<file path="src/rtl/dwc_pkg.sv">
package dwc_pkg;
    localparam int NPOT  = 2;
    localparam int TAP_W = 6;
    localparam int NDR   = 4;
    localparam int IDX_W = $clog2(NDR);
    localparam int POT_W = $clog2(NPOT);

    localparam logic [3:0] OP_RD_WIPER = 4'h9;
    localparam logic [3:0] OP_WR_WIPER = 4'hA;
    localparam logic [3:0] OP_RD_STORE = 4'hB;
    localparam logic [3:0] OP_WR_STORE = 4'hC;
    localparam logic [3:0] OP_LOAD     = 4'hD;

    typedef enum logic [2:0] {
        S_RECALL,
        S_IDLE,
        S_ADDR,
        S_INSTR,
        S_DATA
    } fsm_state_e;
endpackage

</file>
<file path="src/rtl/dwc_busy_timer.sv">
module dwc_busy_timer #(
    parameter int CYCLES = 16
) (
    input  logic clk,
    input  logic rst_n,
    input  logic start,
    output logic busy
);
    localparam int CNT_W = $clog2(CYCLES + 1);

    logic [CNT_W-1:0] cnt_q;

    always_ff @(posedge clk) begin
        if (!rst_n) begin
            cnt_q <= '0;
        end else if (start) begin
            cnt_q <= CNT_W'(CYCLES);
        end else if (cnt_q != '0) begin
            cnt_q <= cnt_q - 1'b1;
        end
    end

    assign busy = (cnt_q != '0);


    busy_start_chk: assert property (@(posedge clk) disable iff (!rst_n)
        start |=> busy);


    busy_count_chk: assert property (@(posedge clk) disable iff (!rst_n)
        (busy && !start) |=> (cnt_q == $past(cnt_q) - 1'b1));
endmodule

</file>
<file path="src/rtl/dwc_channel.sv">
module dwc_channel #(
    parameter int TAP_W = 6,
    parameter int NDR   = 4
) (
    input  logic                    clk,
    input  logic                    rst_n,
    input  logic                    recall_en,
    input  logic                    wr_wiper_en,
    input  logic                    wr_store_en,
    input  logic                    load_en,
    input  logic [$clog2(NDR)-1:0]  idx,
    input  logic [TAP_W-1:0]        wdata,
    output logic [TAP_W-1:0]        wiper,
    output logic [TAP_W-1:0]        store_rd,
    output logic [(1<<TAP_W)-1:0]   tap_sel
);
    localparam int NTAP = 1 << TAP_W;

    logic [TAP_W-1:0] store_q [NDR];
    logic [TAP_W-1:0] wiper_q;
    logic [NTAP-1:0]  tap_d;
    logic [NTAP-1:0]  tap_q;

    // stored registers keep their contents across reset (nonvolatile model)
    for (genvar r = 0; r < NDR; r++) begin : g_store
        always_ff @(posedge clk) begin
            if (wr_store_en && (idx == r[$clog2(NDR)-1:0])) begin
                store_q[r] <= wdata;
            end
        end
    end

    assign store_rd = store_q[idx];

    always_ff @(posedge clk) begin
        if (!rst_n) begin
            wiper_q <= '0;
        end else if (recall_en) begin
            wiper_q <= store_q[0];
        end else if (load_en) begin
            wiper_q <= store_rd;
        end else if (wr_wiper_en) begin
            wiper_q <= wdata;
        end
    end

    for (genvar t = 0; t < NTAP; t++) begin : g_tap
        assign tap_d[t] = (wiper_q == TAP_W'(t));
    end

    always_ff @(posedge clk) begin
        if (!rst_n) begin
            tap_q <= NTAP'(1);
        end else begin
            tap_q <= tap_d;
        end
    end

    assign wiper   = wiper_q;
    assign tap_sel = tap_q;


    tap_onehot_chk: assert property (@(posedge clk) disable iff (!rst_n)
        $countones(tap_q) == 1);


    tap_follow_chk: assert property (@(posedge clk) disable iff (!rst_n)
        $past(rst_n) |-> (tap_q == (NTAP'(1) << $past(wiper_q))));


    recall_load_chk: assert property (@(posedge clk) disable iff (!rst_n)
        recall_en |=> (wiper_q == $past(store_q[0])));


    reload_chk: assert property (@(posedge clk) disable iff (!rst_n)
        (load_en && !recall_en) |=> (wiper_q == $past(store_rd)));


    hold_chk: assert property (@(posedge clk) disable iff (!rst_n)
        (!recall_en && !load_en && !wr_wiper_en) |=> $stable(wiper_q));
endmodule

</file>
<file path="src/rtl/dwc_cmd_fsm.sv">
module dwc_cmd_fsm
    import dwc_pkg::*;
#(
    parameter int         TAP_W     = 6,
    parameter logic [3:0] TYPE_CODE = 4'b0101
) (
    input  logic                        clk,
    input  logic                        rst_n,
    input  logic [3:0]                  addr_pins,
    input  logic                        rx_start,
    input  logic                        rx_valid,
    input  logic [7:0]                  rx_data,
    input  logic                        busy,
    input  logic [NPOT-1:0][TAP_W-1:0]  rd_wiper,
    input  logic [NPOT-1:0][TAP_W-1:0]  rd_store,
    output logic                        recall_en,
    output logic [NPOT-1:0]             wr_wiper_en,
    output logic [NPOT-1:0]             wr_store_en,
    output logic [NPOT-1:0]             load_en,
    output logic [IDX_W-1:0]            sel_idx,
    output logic [TAP_W-1:0]            wdata,
    output logic                        ack,
    output logic                        tx_valid,
    output logic [7:0]                  tx_data
);
    fsm_state_e       state_q, state_d;
    logic [3:0]       op_q;
    logic [IDX_W-1:0] idx_q;
    logic [POT_W-1:0] pot_q;
    logic             ctx_load;
    logic             ack_d, tx_valid_d;
    logic [7:0]       tx_data_d;
    logic             ack_q, tx_valid_q;
    logic [7:0]       tx_data_q;

    logic [3:0]       in_op;
    logic [IDX_W-1:0] in_idx;
    logic [POT_W-1:0] in_pot;
    logic             in_pot_ok;
    logic             addr_ok;

    assign in_op     = rx_data[7:4];
    assign in_idx    = rx_data[3:2];
    assign in_pot    = rx_data[POT_W-1:0];
    assign in_pot_ok = (rx_data[1:0] < 2'(NPOT));
    assign addr_ok   = (rx_data[7:4] == TYPE_CODE) && (rx_data[3:0] == addr_pins);

    assign sel_idx = (state_q == S_INSTR) ? in_idx : idx_q;
    assign wdata   = rx_data[TAP_W-1:0];

    // next state and strobes
    always_comb begin
        state_d     = state_q;
        recall_en   = 1'b0;
        wr_wiper_en = '0;
        wr_store_en = '0;
        load_en     = '0;
        ctx_load    = 1'b0;
        ack_d       = 1'b0;
        tx_valid_d  = 1'b0;
        tx_data_d   = '0;
        unique case (state_q)
            S_RECALL: begin
                recall_en = 1'b1;
                state_d   = S_IDLE;
            end
            S_IDLE: begin
                if (rx_start) state_d = S_ADDR;
            end
            S_ADDR: begin
                if (rx_start) begin
                    state_d = S_ADDR;
                end else if (rx_valid) begin
                    if (addr_ok && !busy) begin
                        ack_d   = 1'b1;
                        state_d = S_INSTR;
                    end else begin
                        state_d = S_IDLE;
                    end
                end
            end
            S_INSTR: begin
                if (rx_start) begin
                    state_d = S_ADDR;
                end else if (rx_valid) begin
                    state_d = S_IDLE;
                    if (in_pot_ok) begin
                        case (in_op)
                            OP_RD_WIPER: begin
                                ack_d                = 1'b1;
                                tx_valid_d           = 1'b1;
                                tx_data_d[TAP_W-1:0] = rd_wiper[in_pot];
                            end
                            OP_RD_STORE: begin
                                ack_d                = 1'b1;
                                tx_valid_d           = 1'b1;
                                tx_data_d[TAP_W-1:0] = rd_store[in_pot];
                            end
                            OP_WR_WIPER, OP_WR_STORE: begin
                                ack_d    = 1'b1;
                                ctx_load = 1'b1;
                                state_d  = S_DATA;
                            end
                            OP_LOAD: begin
                                ack_d           = 1'b1;
                                load_en[in_pot] = 1'b1;
                            end
                            default: ;
                        endcase
                    end
                end
            end
            S_DATA: begin
                if (rx_start) begin
                    state_d = S_ADDR;
                end else if (rx_valid) begin
                    ack_d   = 1'b1;
                    state_d = S_IDLE;
                    if (op_q == OP_WR_WIPER) begin
                        wr_wiper_en[pot_q] = 1'b1;
                    end else begin
                        wr_store_en[pot_q] = 1'b1;
                    end
                end
            end
            default: state_d = S_IDLE;
        endcase
    end

    // state register
    always_ff @(posedge clk) begin
        if (!rst_n) begin
            state_q <= S_RECALL;
        end else begin
            state_q <= state_d;
        end
    end

    // command context and registered outputs
    always_ff @(posedge clk) begin
        if (!rst_n) begin
            op_q       <= '0;
            idx_q      <= '0;
            pot_q      <= '0;
            ack_q      <= 1'b0;
            tx_valid_q <= 1'b0;
            tx_data_q  <= '0;
        end else begin
            if (ctx_load) begin
                op_q  <= in_op;
                idx_q <= in_idx;
                pot_q <= in_pot;
            end
            ack_q      <= ack_d;
            tx_valid_q <= tx_valid_d;
            tx_data_q  <= tx_data_d;
        end
    end

    assign ack      = ack_q;
    assign tx_valid = tx_valid_q;
    assign tx_data  = tx_data_q;


    tx_with_ack_chk: assert property (@(posedge clk) disable iff (!rst_n)
        tx_valid |-> ack);


    addr_reject_chk: assert property (@(posedge clk) disable iff (!rst_n)
        (state_q == S_ADDR && rx_valid && !rx_start && !addr_ok) |=> !ack);


    busy_reject_chk: assert property (@(posedge clk) disable iff (!rst_n)
        (state_q == S_ADDR && rx_valid && !rx_start && busy) |=> !ack);


    bad_pot_chk: assert property (@(posedge clk) disable iff (!rst_n)
        (state_q == S_INSTR && rx_valid && !rx_start && !in_pot_ok) |=> (!ack && state_q == S_IDLE));


    ack_pulse_chk: assert property (@(posedge clk) disable iff (!rst_n)
        ack |-> $past(rx_valid));
endmodule

</file>
<file path="src/rtl/dual_wiper_ctrl.sv">
module dual_wiper_ctrl
    import dwc_pkg::*;
#(
    parameter logic [3:0] TYPE_CODE   = 4'b0101,
    parameter int         BUSY_CYCLES = 16
) (
    input  logic        clk,
    input  logic        rst_n,
    input  logic [3:0]  addr_pins,
    input  logic        rx_start,
    input  logic        rx_valid,
    input  logic [7:0]  rx_data,
    output logic        ack,
    output logic        tx_valid,
    output logic [7:0]  tx_data,
    output logic        busy,
    output logic [63:0] tap0_sel,
    output logic [63:0] tap1_sel
);
    localparam int NTAP = 1 << TAP_W;

    logic                        recall_en;
    logic [NPOT-1:0]             wr_wiper_en, wr_store_en, load_en;
    logic [IDX_W-1:0]            sel_idx;
    logic [TAP_W-1:0]            wdata;
    logic [NPOT-1:0][TAP_W-1:0]  rd_wiper, rd_store;
    logic [NPOT-1:0][NTAP-1:0]   taps;

    dwc_cmd_fsm #(.TAP_W(TAP_W), .TYPE_CODE(TYPE_CODE)) u_fsm (
        .clk         (clk),
        .rst_n       (rst_n),
        .addr_pins   (addr_pins),
        .rx_start    (rx_start),
        .rx_valid    (rx_valid),
        .rx_data     (rx_data),
        .busy        (busy),
        .rd_wiper    (rd_wiper),
        .rd_store    (rd_store),
        .recall_en   (recall_en),
        .wr_wiper_en (wr_wiper_en),
        .wr_store_en (wr_store_en),
        .load_en     (load_en),
        .sel_idx     (sel_idx),
        .wdata       (wdata),
        .ack         (ack),
        .tx_valid    (tx_valid),
        .tx_data     (tx_data)
    );

    dwc_busy_timer #(.CYCLES(BUSY_CYCLES)) u_busy (
        .clk   (clk),
        .rst_n (rst_n),
        .start (|wr_store_en),
        .busy  (busy)
    );

    for (genvar p = 0; p < NPOT; p++) begin : g_pot
        dwc_channel #(.TAP_W(TAP_W), .NDR(NDR)) u_ch (
            .clk         (clk),
            .rst_n       (rst_n),
            .recall_en   (recall_en),
            .wr_wiper_en (wr_wiper_en[p]),
            .wr_store_en (wr_store_en[p]),
            .load_en     (load_en[p]),
            .idx         (sel_idx),
            .wdata       (wdata),
            .wiper       (rd_wiper[p]),
            .store_rd    (rd_store[p]),
            .tap_sel     (taps[p])
        );
    end

    assign tap0_sel = taps[0];
    assign tap1_sel = taps[1];


    reset_quiet_chk: assert property (@(posedge clk)
        !rst_n |=> (!ack && !tx_valid && !busy));
endmodule

</file>
<file path="config.mk">
export PLATFORM = sky130hd
export DESIGN_NAME = dual_wiper_ctrl
export DESIGN_NICKNAME = d
export VERILOG_FILES = /design/src/rtl/dwc_pkg.sv /design/src/rtl/dwc_busy_timer.sv /design/src/rtl/dwc_channel.sv /design/src/rtl/dwc_cmd_fsm.sv /design/src/rtl/dual_wiper_ctrl.sv
export SDC_FILE = /design/constraint.sdc
export NUM_CORES = 1
export LEC_CHECK = 0
export BUFFER_PORTS_ARGS = -buffer_cell sky130_fd_sc_hd__buf_2
export CAP_MARGIN = 0
export CORE_MARGIN = 4
export CORE_UTILIZATION = 60
export CTS_BUF_LIST = sky130_fd_sc_hd__clkbuf_2 sky130_fd_sc_hd__clkbuf_4 sky130_fd_sc_hd__clkbuf_8
export DETAILED_ROUTE_END_ITERATION = 12
export PLACE_DENSITY = 0.87
export SYNTH_ARGS = -nofsm -noshare
export SYNTH_HDL_FRONTEND = slang
export SYNTH_HIERARCHICAL = 1
export SYNTH_SLANG_ARGS = --single-unit
</file>
<file path="constraint.sdc">
create_clock -name clk -period 6.5 [get_ports clk]
set_input_delay 0.65 -clock clk [delete_from_list [all_inputs] [get_ports clk]]
set_output_delay 0.65 -clock clk [all_outputs]
set_load 0.01 [all_outputs]
</file>
### After elaboration in Yosys (flattened, before gate mapping)

Memory sizes are Yosys's and may differ from the RTL's.
Cells that the tools add are included.

* input bits: 16
* flip-flop bits (word level): 165
* memories: 2
* bits in writable memories: 48
* output and inout bits: 139
* word-level logic and storage cells: 298

* muxes and demuxes: 93
* bitwise logic cells: 4
* $lt $le $gt $ge: 5
* equal/unequal tests: 145
* reductions and logical operators: 34
* add/subtract/negate cells: 1

Memories
* g_pot[0].u_ch.store_q: words 4, width 6, rd ports 2, clocked after memory_dff 0, wr ports 1, line dwc_channel.sv:19 `logic [TAP_W-1:0] store_q [NDR];`
* g_pot[1].u_ch.store_q: words 4, width 6, rd ports 2, clocked after memory_dff 0, wr ports 1, line dwc_channel.sv:19

Operator list (number)
* == test 6 bit (second input constant): 64
* == test 6 x 5 -> 1 bit (second input constant): 32
* == test 6 x 4 -> 1 bit (second input constant): 16
* 2-to-1 mux 6 bit: 16
* == test 6 x 3 -> 1 bit (second input constant): 8
* 2-to-1 mux 2 bit: 21
* 2-to-1 mux 1 bit: 40
* OR reduction 6 bit: 6
* 2-to-1 mux 3 bit: 9
* == test 4 bit (second input constant): 6
* == test 6 x 2 -> 1 bit (second input constant): 4
* == test 6 x 1 -> 1 bit (second input constant): 2
* logical AND 1 bit: 12
* logical NOT 6 bit: 2
* case mux 3 bit (4 select lines): 1
* case mux 6 bit (2 select lines): 1
* 2-to-1 mux 5 bit: 2
* OR reduction 5 bit: 2
* != test 3 bit (second input constant): 3
* == test 3 x 2 -> 1 bit (second input constant): 2
* nonzero test 3 bit: 2
* OR reduction 2 bit: 3
* nonzero test 5 bit: 1
* subtractor 5 x 1 -> 5 bit (second input constant): 1
* 19 further kinds: 26

### Longest topological paths before layout

* depth after elaboration: 15
* depth in mapped cells: 10
* mapped depth without buffers: 8

### Hierarchy

The synthesis kept the hierarchy.

By module, submodules not included
* dwc_channel: seq. area each 2122.0 um^2, area an instance 2904.0 um^2, times used 2, cells each 233
* dwc_cmd_fsm: seq. area each 360.3 um^2, area an instance 1189.9 um^2, times used 1, cells each 121
* dwc_busy_timer: seq. area each 100.1 um^2, area an instance 235.2 um^2, times used 1, cells each 24
* dual_wiper_ctrl: seq. area each 0.0 um^2, area an instance 6.3 um^2, times used 1, cells each 1

### Worst setup path after synthesis

OpenSTA, ideal clock, no wires.

* kind: input -> register
* start: input rx_start
* end: memory g_pot[0].u_ch.store_q[0][0], enable pin
* buffers on the path: 1
* arrival time: 1949 ps
* setup time: 378 ps
* path slack: 4172 ps
* required time: 6122 ps
* stages on the path: 5
* cell sequence: buf_6 > nor2b_1 > nand2_1 > nor3_1 > nor3b_1

* word-level cells in the longest chain between the ends: 9
* elaborated cells on any way between the ends: 23
* classes of those cells: mux (16); reduce/logical (7)

RTL lines
* start: declaration: line dual_wiper_ctrl.sv:10 `input logic rx_start,`
* 2-to-1 mux 2 bit (*): line dwc_cmd_fsm.sv:114 `if (rx_start) begin`
* 2-to-1 mux 2 bit (*): line dwc_cmd_fsm.sv:62 `unique case (state_q)`
* via wr_store_en[0]: line dual_wiper_ctrl.sv:23 `logic [NPOT-1:0] wr_wiper_en, wr_store_en, load_en;`
* logical AND 1 bit: line dwc_channel.sv:27 `if (wr_store_en && (idx == r[$clog2(NDR)-1:0])) begin`
* 2-to-1 mux 1 bit: line dwc_channel.sv:27
* 2-to-1 mux 1 bit (not written as such): line dwc_channel.sv:28 `store_q[r] <= wdata;`
* OR reduction 6 bit (no source line)
* 2-to-1 mux 2 bit (no source line) or 2-to-1 mux 1 bit (tied branches) (3 in series)
* end: declaration: line dwc_channel.sv:19

The timed path passes the listed nets; every way through them passes the cells marked *.

==> metrics.yaml <==
dieWidth_um: 118
hold_end: "u_fsm/state_q[1]"
fin_crit_sh_pct: 42.8
io_buffers: 152
synthesis.area_um2: 7240
status: "finished clean"
rsz0062_at_grt: "no"
synth_top_area_cell: "dfxtp_1"
relSlewSlack_pct: 38.4
drive_gt1_share_pct: 31.0
htreeDepth: 1
grt_overflow_total: 0
clock.fmax_mhz: 360
routed_wl_um: 17300
cts_buffers: 31
setup_ws_ns: 3.72
gp_congestion: 0.859
ant_nets: 0
antennaDiodeCount: 0
synth_top_area_share_pct: 45.1
critical_path_arrival_ns: 3.21
cp.buffers_inverters: 0
max_stage_delay_ns: 0.62
hold_buffers: 0
yosysWarningCount: 6
path_cells: "nand3b_4 > mux2_2 > mux4_2 > mux4_2 > nor2b_1"
netlist_instances: 612
rrSetupSlack_ns: 3.72
design.core.area_um2: 11600
cts_root_buf: "clkbuf_8"
max-vdd-ir-drop_mv: 0.226
multi_input_area_um2: 2280
p_total_mw: 2.68
ys_types: 60
regArea_um2: 4700
fp-row-count: 39
clockBufferDepth: 3
post_cts_buffers: 0
grt_max_degree: 29
p_leak_nw: 3.58
clock_latency_ns: 0.55
drt_iter0_drc: 483
crit_required_ns: 6.92
whs_path_depth: 4
ioPinCount: 155
finalSetupViolations: 0
layout_commonest_cell: "dfxtp_1"
period_minus_slack_ns: 2.78
dp_hpwl_um: 11700
cp-end-kind: "flop"
power_density_nw_per_um2: 310
dieArea_um2: 13900
slew_violations: 0
grt_pass1_vias: 5179
dr.pass1.iters: 5
vias_per_cell: 5.74
finalNetCount: 779
synth_ff_type: "dfxtp_1"
worstReg2RegStart: "u_fsm/state_q[0]"
r2r_cells: 5
fillCellCount: 693
wl_per_cell_um: 18.6
antenna_found_initial: 0
num_vias: 5342
critPathMaxFanout: 20
ys_top_cells_by_area: "dfxtp_1 45%, edfxtp_1 20%, nor2_1 7.6%, mux4_2 5.6%, nor2b_1 1.7%"
worstMarginPinSlew_ns: 0.923
grt_pass1_wl_um: 27600
crit_family: "multiplexers"
ys_seq_area_share_pct: 65.0
drc_errors: 0
worstHoldStart: "rx_data[7]"
skew_ns: 0.0180
start_util_pct: 62.3
die_h_um: 118
syn2layout_area_growth_pct: 19.3
critPathKind: "flop to flop"
whs_ns: 0.438
clk_pin_slew_ns: 0.07
start_kind: "flop"
final_hold_viol_count: 0
grt_usage_pct: 24.1
rr_endpoint: "u_fsm/tx_data[1]"
maxCapViolations: 0
cts.sink_count: 211
async_flop_share_pct: 0
hold_path.class: "primary input to flop"
slowest_stage: "mux4_2"
ys_seq_elements: 211
syn_avg_cell_area_um2: 11.8
cts_tree: "built"
setup_tns_ns: 0
final_cell_mix: "163 x dfxtp_1, 152 x buf_2, 146 x nor2_1"
synth_edf_count: 48
cts_resized: 0
pre_cts_ws_ns: 3.67
crit_top_cell: "mux4_2"
-- cell families after synthesis --
logic type | after synthesis | synth area share [%]
simple gates | 268 | 18.7
compound gates | 55 | 4.74
fa+ha+maj | 1 | 0.173
other cells | 1 | 0.0518
xor+xnor | 8 | 1.07
flops | 211 | 65.0
buf+inv | 43 | 3.70
mux | 25 | 6.60
-- worst min-delay path: stages --
cell and delay, ns:
buf_2 0.10, nor4_1 0.06, nand3_1 0.07, a21oi_1 0.06
-- worst max path at each step --
stage	startpoint	end	slack, ns	cells past startpoint
2_1_floorplan	rx_start	g_pot[0].u_ch/store_q[0][0]	4.17	5
3_3_place_gp	rx_data[2]	u_fsm/tx_data[1]	3.80	5
3_5_place_dp	rx_data[2]	u_fsm/tx_data[1]	3.67	5
4_1_cts	u_fsm/state_q[1]	u_fsm/tx_data[1]	3.73	5
5_1_grt	u_fsm/state_q[1]	u_fsm/tx_data[1]	3.60	5
6_report	u_fsm/state_q[0]	u_fsm/tx_data[1]	3.72	5
-- synthesized netlist by cell type (5+ instances only) --
cell / n
a21oi_1: 17
a22oi_1: 12
buf_2: 5
buf_4: 8
buf_6: 6
clkbuf_1: 15
dfxtp_1: 163
edfxtp_1: 48
mux2i_1: 5
mux4_2: 18
nand2_1: 26
nand2b_1: 5
nand3_1: 17
nor2_1: 146
nor2b_1: 20
nor3_1: 7
nor4b_1: 12
o21ai_1: 12
-- area by class of cell --
class                   instances  share of cell area, %
flip-flops and latches        211                   54.5
multi-input cells             359                   26.3
repair buffers                153                   8.89
clock buffers                  47                   6.98
well taps                     143                   2.07
clock inverters                11                  0.999
inverters                       6                  0.261
-- sequential cells by signal, indices dropped and copies added, names as in the netlist --
name / count
u_fsm/tx_valid: 1
u_fsm/pot_q: 1
u_fsm/idx_q: 2
u_fsm/op_q: 4
g_pot.u_ch/wiper: 12
u_fsm/state_q: 3
g_pot.u_ch/store_q: 48
u_fsm/ack: 1
u_busy/cnt_q: 5
g_pot.u_ch/tap_sel: 128
u_fsm/tx_data: 6
-- power by group --
| group | internal, mW | switching, mW |
|---|---|---|
| combinational | 0.0706 | 0.104 |
| sequential | 1.36 | 0.0245 |
| clock | 0.637 | 0.485 |
-- stage by stage --
stage | instances | area [um2] | utilization [%]
floorplan | 613 | 7240 | -
global placement | 872 | 7950 | 68.5
detailed placement | 872 | 7950 | 68.5
CTS | 930 | 8640 | 74.4
global route | 930 | 8640 | 74.4
finish | 930 | 8640 | 74.4
-- per-layer routing --
layer  part of all wire (%)  vias to the layer above  wire, um  global-route usage [%]
met3                    7.4                       46      1290                    5.38
met4                    3.3                        0       576                    8.94
met2                     49                      312      8550                    40.5
met1                     40                     2575      6910                    30.8
li1                       -                     2409         -                       -
met5                      0                        -         0                       0
(Power assumes the default switching activity.)
